### src/rtl/i2c_reg_pkg.sv
package i2c_reg_pkg;

    typedef enum logic [3:0] {
        ST_IDLE,
        ST_ADDR,
        ST_ADDR_ACK,
        ST_CMD,
        ST_CMD_ACK,
        ST_WDATA,
        ST_WDATA_ACK,
        ST_RDATA,
        ST_RACK
    } slv_state_e;

    typedef struct packed {
        slv_state_e  st;
        logic [2:0]  bits;
        logic        full;
        logic [7:0]  sh;
        logic [7:0]  ptr;
        logic        rw;
        logic        oe;
        logic        nack;
    } slv_ctl_t;

    // Pointer advance with wrap after the last implemented register
    function automatic logic [7:0] ptr_next(input logic [7:0] p, input int unsigned n);
        return (p >= 8'(n - 1)) ? 8'd0 : p + 8'd1;
    endfunction

endpackage

### src/rtl/i2c_line_sync.sv
module i2c_line_sync #(
    parameter int SYNC_STAGES = 2
) (
    input  logic clk,
    input  logic rst_n,
    input  logic scl_i,
    input  logic sda_i,
    output logic scl_o,
    output logic sda_o,
    output logic scl_rise,
    output logic scl_fall,
    output logic start_o,
    output logic stop_o
);
    localparam int W = SYNC_STAGES + 1;

    logic [W-1:0] scl_d, scl_q, sda_d, sda_q;

    always_comb begin
        scl_d = {scl_q[W-2:0], scl_i};
        sda_d = {sda_q[W-2:0], sda_i};
    end

    always_ff @(posedge clk or negedge rst_n) begin
        if (!rst_n) begin
            scl_q <= '1;
            sda_q <= '1;
        end else begin
            scl_q <= scl_d;
            sda_q <= sda_d;
        end
    end

    // Stage W-2 is the settled level, stage W-1 the previous one
    assign scl_o    = scl_q[W-2];
    assign sda_o    = sda_q[W-2];
    assign scl_rise =  scl_q[W-2] & ~scl_q[W-1];
    assign scl_fall = ~scl_q[W-2] &  scl_q[W-1];
    assign start_o  = scl_q[W-2] & scl_q[W-1] & ~sda_q[W-2] &  sda_q[W-1];
    assign stop_o   = scl_q[W-2] & scl_q[W-1] &  sda_q[W-2] & ~sda_q[W-1];
endmodule

### src/rtl/i2c_bus_watchdog.sv
module i2c_bus_watchdog #(
    parameter int LIMIT = 2_000_000
) (
    input  logic clk,
    input  logic rst_n,
    input  logic active,
    input  logic kick,
    input  logic enable,
    output logic expire
);
    localparam int CW = $clog2(LIMIT + 1);
    localparam logic [CW-1:0] LAST = CW'(LIMIT - 1);

    logic [CW-1:0] cnt_d, cnt_q;

    always_comb begin
        if (!active || kick)    cnt_d = '0;
        else if (cnt_q == LAST) cnt_d = cnt_q;
        else                    cnt_d = cnt_q + 1'b1;
    end

    always_ff @(posedge clk or negedge rst_n) begin
        if (!rst_n) cnt_q <= '0;
        else        cnt_q <= cnt_d;
    end

    assign expire = active && enable && !kick && (cnt_q == LAST);
endmodule

### src/rtl/i2c_reg_bank.sv
module i2c_reg_bank #(
    parameter int         NUM_REGS  = 8,
    parameter int         CFG_IDX   = 0,
    parameter logic [7:0] CFG_RESET = 8'h01
) (
    input  logic                  clk,
    input  logic                  rst_n,
    input  logic                  wr_en,
    input  logic [7:0]            wr_addr,
    input  logic [7:0]            wr_data,
    input  logic [7:0]            rd_addr,
    output logic [7:0]            rd_data,
    output logic                  cfg_timeout_en,
    output logic [NUM_REGS*8-1:0] regs_flat
);
    for (genvar g = 0; g < NUM_REGS; g++) begin : gen_reg
        localparam logic [7:0] RV = (g == CFG_IDX) ? CFG_RESET : 8'h00;
        logic [7:0] r_d, r_q;
        always_comb r_d = (wr_en && wr_addr == 8'(g)) ? wr_data : r_q;
        always_ff @(posedge clk or negedge rst_n) begin
            if (!rst_n) r_q <= RV;
            else        r_q <= r_d;
        end
        assign regs_flat[g*8 +: 8] = r_q;
    end

    always_comb begin
        rd_data = 8'h00;
        for (int i = 0; i < NUM_REGS; i++)
            if (rd_addr == 8'(i)) rd_data = regs_flat[i*8 +: 8];
    end

    assign cfg_timeout_en = regs_flat[CFG_IDX*8];
endmodule

### src/rtl/i2c_reg_slave.sv
module i2c_reg_slave
    import i2c_reg_pkg::*;
#(
    parameter logic [6:0] DEV_ADDR       = 7'h2A,
    parameter int         NUM_REGS       = 8,
    parameter int         CFG_IDX        = 0,
    parameter logic [7:0] CFG_RESET      = 8'h01,
    parameter int         TIMEOUT_CYCLES = 2_000_000,
    parameter int         SYNC_STAGES    = 2
) (
    input  logic                  clk,
    input  logic                  rst_n,
    input  logic                  scl_i,
    input  logic                  sda_i,
    output logic                  sda_oe_o,
    output logic [NUM_REGS*8-1:0] regs_o
);
    slv_ctl_t   ctl_d, ctl_q;
    logic       scl_s, sda_s, scl_rise, scl_fall, start_seen, stop_seen;
    logic       wd_expire, cfg_en, wr_en;
    logic [7:0] rd_data;
    logic       in_rack;

    i2c_line_sync #(.SYNC_STAGES(SYNC_STAGES)) sync_i (
        .clk(clk), .rst_n(rst_n), .scl_i(scl_i), .sda_i(sda_i),
        .scl_o(scl_s), .sda_o(sda_s), .scl_rise(scl_rise), .scl_fall(scl_fall),
        .start_o(start_seen), .stop_o(stop_seen)
    );

    i2c_bus_watchdog #(.LIMIT(TIMEOUT_CYCLES)) wd_i (
        .clk(clk), .rst_n(rst_n),
        .active(ctl_q.st != ST_IDLE),
        .kick(scl_rise | scl_fall | start_seen),
        .enable(cfg_en),
        .expire(wd_expire)
    );

    i2c_reg_bank #(.NUM_REGS(NUM_REGS), .CFG_IDX(CFG_IDX), .CFG_RESET(CFG_RESET)) bank_i (
        .clk(clk), .rst_n(rst_n),
        .wr_en(wr_en), .wr_addr(ctl_q.ptr), .wr_data(ctl_q.sh),
        .rd_addr(ctl_q.ptr), .rd_data(rd_data),
        .cfg_timeout_en(cfg_en), .regs_flat(regs_o)
    );

    always_comb begin
        ctl_d = ctl_q;
        wr_en = 1'b0;
        if (start_seen) begin
            ctl_d.st   = ST_ADDR;
            ctl_d.bits = '0;
            ctl_d.full = 1'b0;
            ctl_d.oe   = 1'b0;
        end else if (stop_seen || wd_expire) begin
            ctl_d.st   = ST_IDLE;
            ctl_d.bits = '0;
            ctl_d.full = 1'b0;
            ctl_d.oe   = 1'b0;
        end else begin
            case (ctl_q.st)
                ST_ADDR, ST_CMD, ST_WDATA: begin
                    if (scl_rise) begin
                        ctl_d.sh   = {ctl_q.sh[6:0], sda_s};
                        ctl_d.bits = ctl_q.bits + 3'd1;
                        if (ctl_q.bits == 3'd7) ctl_d.full = 1'b1;
                    end else if (scl_fall && ctl_q.full) begin
                        ctl_d.full = 1'b0;
                        if (ctl_q.st == ST_ADDR) begin
                            if (ctl_q.sh[7:1] == DEV_ADDR) begin
                                ctl_d.rw = ctl_q.sh[0];
                                ctl_d.oe = 1'b1;
                                ctl_d.st = ST_ADDR_ACK;
                            end else begin
                                ctl_d.st = ST_IDLE;
                            end
                        end else if (ctl_q.st == ST_CMD) begin
                            ctl_d.ptr = ctl_q.sh;
                            ctl_d.oe  = 1'b1;
                            ctl_d.st  = ST_CMD_ACK;
                        end else begin
                            wr_en     = (ctl_q.ptr < 8'(NUM_REGS));
                            ctl_d.ptr = ptr_next(ctl_q.ptr, NUM_REGS);
                            ctl_d.oe  = 1'b1;
                            ctl_d.st  = ST_WDATA_ACK;
                        end
                    end
                end
                ST_ADDR_ACK: begin
                    if (scl_fall) begin
                        if (ctl_q.rw) begin
                            ctl_d.sh   = rd_data;
                            ctl_d.ptr  = ptr_next(ctl_q.ptr, NUM_REGS);
                            ctl_d.oe   = ~rd_data[7];
                            ctl_d.bits = '0;
                            ctl_d.st   = ST_RDATA;
                        end else begin
                            ctl_d.oe = 1'b0;
                            ctl_d.st = ST_CMD;
                        end
                    end
                end
                ST_CMD_ACK, ST_WDATA_ACK: begin
                    if (scl_fall) begin
                        ctl_d.oe = 1'b0;
                        ctl_d.st = ST_WDATA;
                    end
                end
                ST_RDATA: begin
                    if (scl_fall) begin
                        if (ctl_q.bits == 3'd7) begin
                            ctl_d.oe   = 1'b0;
                            ctl_d.bits = '0;
                            ctl_d.st   = ST_RACK;
                        end else begin
                            ctl_d.sh   = {ctl_q.sh[6:0], 1'b0};
                            ctl_d.oe   = ~ctl_q.sh[6];
                            ctl_d.bits = ctl_q.bits + 3'd1;
                        end
                    end
                end
                ST_RACK: begin
                    if (scl_rise) begin
                        ctl_d.nack = sda_s;
                    end else if (scl_fall) begin
                        if (!ctl_q.nack) begin
                            ctl_d.sh   = rd_data;
                            ctl_d.ptr  = ptr_next(ctl_q.ptr, NUM_REGS);
                            ctl_d.oe   = ~rd_data[7];
                            ctl_d.bits = '0;
                            ctl_d.st   = ST_RDATA;
                        end else begin
                            ctl_d.oe = 1'b0;
                            ctl_d.st = ST_IDLE;
                        end
                    end
                end
                default: ;
            endcase
        end
    end

    always_ff @(posedge clk or negedge rst_n) begin
        if (!rst_n) begin
            ctl_q      <= '0;
            ctl_q.st   <= ST_IDLE;
        end else begin
            ctl_q <= ctl_d;
        end
    end

    assign sda_oe_o = ctl_q.oe;
    assign in_rack  = (ctl_q.st == ST_RACK);
endmodule

### config.mk
export PLATFORM = sky130hd
export DESIGN_NAME = i2c_reg_slave
export DESIGN_NICKNAME = d
export VERILOG_FILES = /design/src/rtl/i2c_reg_pkg.sv /design/src/rtl/i2c_line_sync.sv /design/src/rtl/i2c_bus_watchdog.sv /design/src/rtl/i2c_reg_bank.sv /design/src/rtl/i2c_reg_slave.sv
export SDC_FILE = /design/constraint.sdc
export NUM_CORES = 1
export LEC_CHECK = 0
export BUFFER_PORTS_ARGS = -buffer_cell sky130_fd_sc_hd__buf_2
export CAP_MARGIN = 5
export CORE_MARGIN = 10
export CORE_UTILIZATION = 40
export DETAILED_ROUTE_END_ITERATION = 7
export SYNTH_ARGS = -nofsm -noshare
export SYNTH_HDL_FRONTEND = slang
export SYNTH_SLANG_ARGS = --single-unit
### constraint.sdc
create_clock -name clk -period 3.5 [get_ports clk]
set_input_delay 0.35 -clock clk [delete_from_list [all_inputs] [get_ports clk]]
set_output_delay 0.35 -clock clk [all_outputs]
set_load 0.005 [all_outputs]
==> flow_metrics.tcl <==
set metrics [dict create \
    outcome "finished, final reports clean" \
    maxClockFrequency_mhz 337 \
    grt_util_met3_pct 5.90 \
    static-leakage-power_uw 0.00350 \
    path_clk_slew_ns 0.06 \
    hold_ws_ns 0.0123 \
    worst_setup_path_startpoint "sync_i.scl_q[2]$_DFF_PN1_" \
    syn_nets 576 \
    ys_seq_area_share_pct 47.3 \
    cp_data_arrival_time_ns 3.26 \
    tritoncts "built" \
    timing.final.setup_violations 0 \
    drcViolationCount 0 \
    max-slew-margin-rel_pct 49.8 \
    die_x_um 145 \
    drt_first_pass_iters 6 \
    drt.antenna.violating_nets 0 \
    ios 69 \
    drive_above_1_share_pct 30.7 \
    grt_pass1_vias 5121 \
    worst_setup_path_end_kind "flip-flop" \
    synthesis.yosys.warnings 0 \
    dp_hpwl_um 12500 \
    worst_pin_slew_ns 0.752 \
    grt_antenna_before_repair 0 \
    synth_async_sr_flop_share_pct 100 \
    groute.layer.met1.usage_pct 22.0 \
    antenna_diode_count 0 \
    total_power_uw 4690 \
    critPathRequiredTime_ns 3.80 \
    maxCapViolations 0 \
    post_dp_cell_area_um2 6780 \
    post-route-period-util_pct 84.7 \
    syn_inst 562 \
    global_route_wire_length_before_repair_um 29300 \
    synth.avg_cell_area_um2 11.1 \
    min_period_ns 2.96 \
    busiest_layer "met2" \
    cts.root.buffer_cell "clkbuf_16" \
    hold_path_class "input port to async pin" \
    post_cts.repair.setup_buffers 0 \
    cts_inserted_buffers 17 \
    worstReg2RegStart "sync_i.scl_q[2]$_DFF_PN1_" \
    cts_repair_resize_count 0 \
    vias 5000 \
    portBuffers 68 \
    setup-tns-final_ns 0 \
    gr-usage-met2_pct 26.5 \
    category_of_the_critical_setup_timing_path "flip-flop to flip-flop" \
    routed_wl_um 17700 \
    grt_start_max_net_pins 57 \
    finalNetCount 640 \
    die_area_um2 21000 \
    final_max_slew_viol_count 0 \
    vias_per_cell 5.88 \
    ctsHtreeMaxLevel 4 \
    areaGrowthSynthToFinish_pct 18.5 \
    cellPowerDensity_nw_per_um2 632 \
    chipHeight_um 145 \
    num_rows 45 \
    setup_clock_skew_after_layout_ns 0.0138 \
    max-vdd-ir-drop_mv 0.371 \
    floorplan.initialDensity_pct 41.0 \
    iteration_0_drc_markers 346 \
    groute.usage.overall_pct 17.0 \
    place_inst 818 \
    post_route_design_area_um2 7410 \
    postCtsHoldBufs 0 \
    final_cell_mix "dfrtp_1, buf_2, mux2_2, a21oi_1, nor2_1" \
    finalHoldViolations 0 \
    core_region_area_um2 15300 \
    critical_path.startpoint_type "flip-flop" \
    grt.overflow.total 0 \
    post_synth_instance_area_um2 6260 \
    layout.cells.non_filler 850 \
    rsz0062_at_grt "false" \
    worstSkewPairLatency_ns 0.42 \
    ys_ff_latch 118 \
    cts.sinks 118 \
    most_common_flop_cell_mapped_by_yosys "dfrtp_1" \
    place.gp.congestion 0.880 \
    cts_buffer_depth 2 \
    final_common_cell "dfrtp_1" \
    synth_cell_types 73 \
    synth-edff-count 0 \
    critical_path_peak_fanout 8 \
    route.detailed.wl_per_inst_um 20.9 \
]
## routing by layer
layer / vias to the layer above / wire length [um]
li1: 2261 / -
met3: 31 / 1150
met2: 186 / 8240
met1: 2522 / 8010
met5: - / 0
met4: 0 / 335
## critical path: stages, from the launching register on
cell and delay (ns):
dfstp_2 0.54, inv_1 0.04, ha_1 0.28, nand3b_1 0.31, nor3_1 0.40, nand3_2 0.28
nor4_4 0.59, mux2_2 0.40
## power by group
group	switching, uW	internal, uW
clock	640	1230
combinational	668	415
sequential	260	1480
## synth_stat cells (3+ instances only)
cell,number,share of area [%]
nand3b_1,3,0.36
o22ai_1,13,1.3
dfstp_2,7,2.9
or4_1,3,0.36
clkbuf_1,24,1.4
mux2_2,61,11
inv_1,15,0.90
a21oi_1,36,2.9
and3b_1,3,0.42
o2111ai_1,3,0.42
nand4_1,8,0.80
o21a_1,4,0.48
a221oi_1,7,0.98
o211ai_1,6,0.72
a22oi_1,4,0.48
ha_1,10,2.0
dfrtp_1,111,44
nand2b_1,9,0.90
o31ai_1,8,0.96
nand3_1,13,1.0
xnor2_1,9,1.3
and3_1,7,0.70
nand2_1,25,1.5
nor4_4,3,1.0
mux2_1,18,3.2
a32o_1,5,0.80
and4_1,4,0.56
mux2i_1,3,0.48
a211oi_1,5,0.60
xor2_1,9,1.3
nor3_1,9,0.72
or3_1,5,0.50
o21ai_0,16,1.3
nor2b_1,5,0.50
nor2_1,28,1.7
o221ai_1,3,0.42
and4b_1,3,0.48
buf_6,4,0.72
buf_2,4,0.32
## sequential cells by signal, summed over array words and instances (netlist names)
name            cells
bank_i.gen.r_q     64
ctl_q              26
wd_i.cnt_q         21
sync_i.scl_q        3
sync_i.sda_q        3
sda_oe_o            1
## path summary, 6_finish.rpt
check                                                       end  slack [ns]  depth (start not counted)
min in group clk                      sync_i.scl_q[0]$_DFF_PN1_        0.04                          1
setup / recovery           bank_i.gen_reg[2].r_q[2]$_DFFE_PN0P_        0.54                          7
hold reg to reg                       sync_i.sda_q[1]$_DFF_PN1_        0.36                          0
hold / removal                            ctl_q[21]$_DFFE_PN0P_        0.01                          1
max in group asynchronous  bank_i.gen_reg[1].r_q[1]$_DFFE_PN0P_        2.68                          2
setup reg to reg           bank_i.gen_reg[2].r_q[2]$_DFFE_PN0P_        0.54                          7
## logic make-up after synthesis
logic type,count (synthesis),share of synthesized area [%]
AO/OA/AOI/OAI,133,15.0
XOR/XNOR,18,2.52
adder cells (fa/ha/maj),10,2.00
buffers and inverters,52,3.74
flip-flops,118,47.3
multiplexers,82,14.7
AND/OR/NAND/NOR,149,14.7
## cell type report
cell class	count	area, um^2
inverter	17	63.8
fill	1405	7840
clock inverter	12	175
tap	211	264
timing repair buffer	80	433
sequential	118	2960
clock buffer	20	457
multi-input combinational	392	3060
## per-stage QoR
stage               util, %  setup slack (ns)
floorplan                 -              1.04
global placement       44.5             0.671
detailed placement     44.5             0.577
CTS                    48.6             0.567
global route           48.6             0.362
finish                 48.6             0.535
Power figures use the tool's default switching activity.
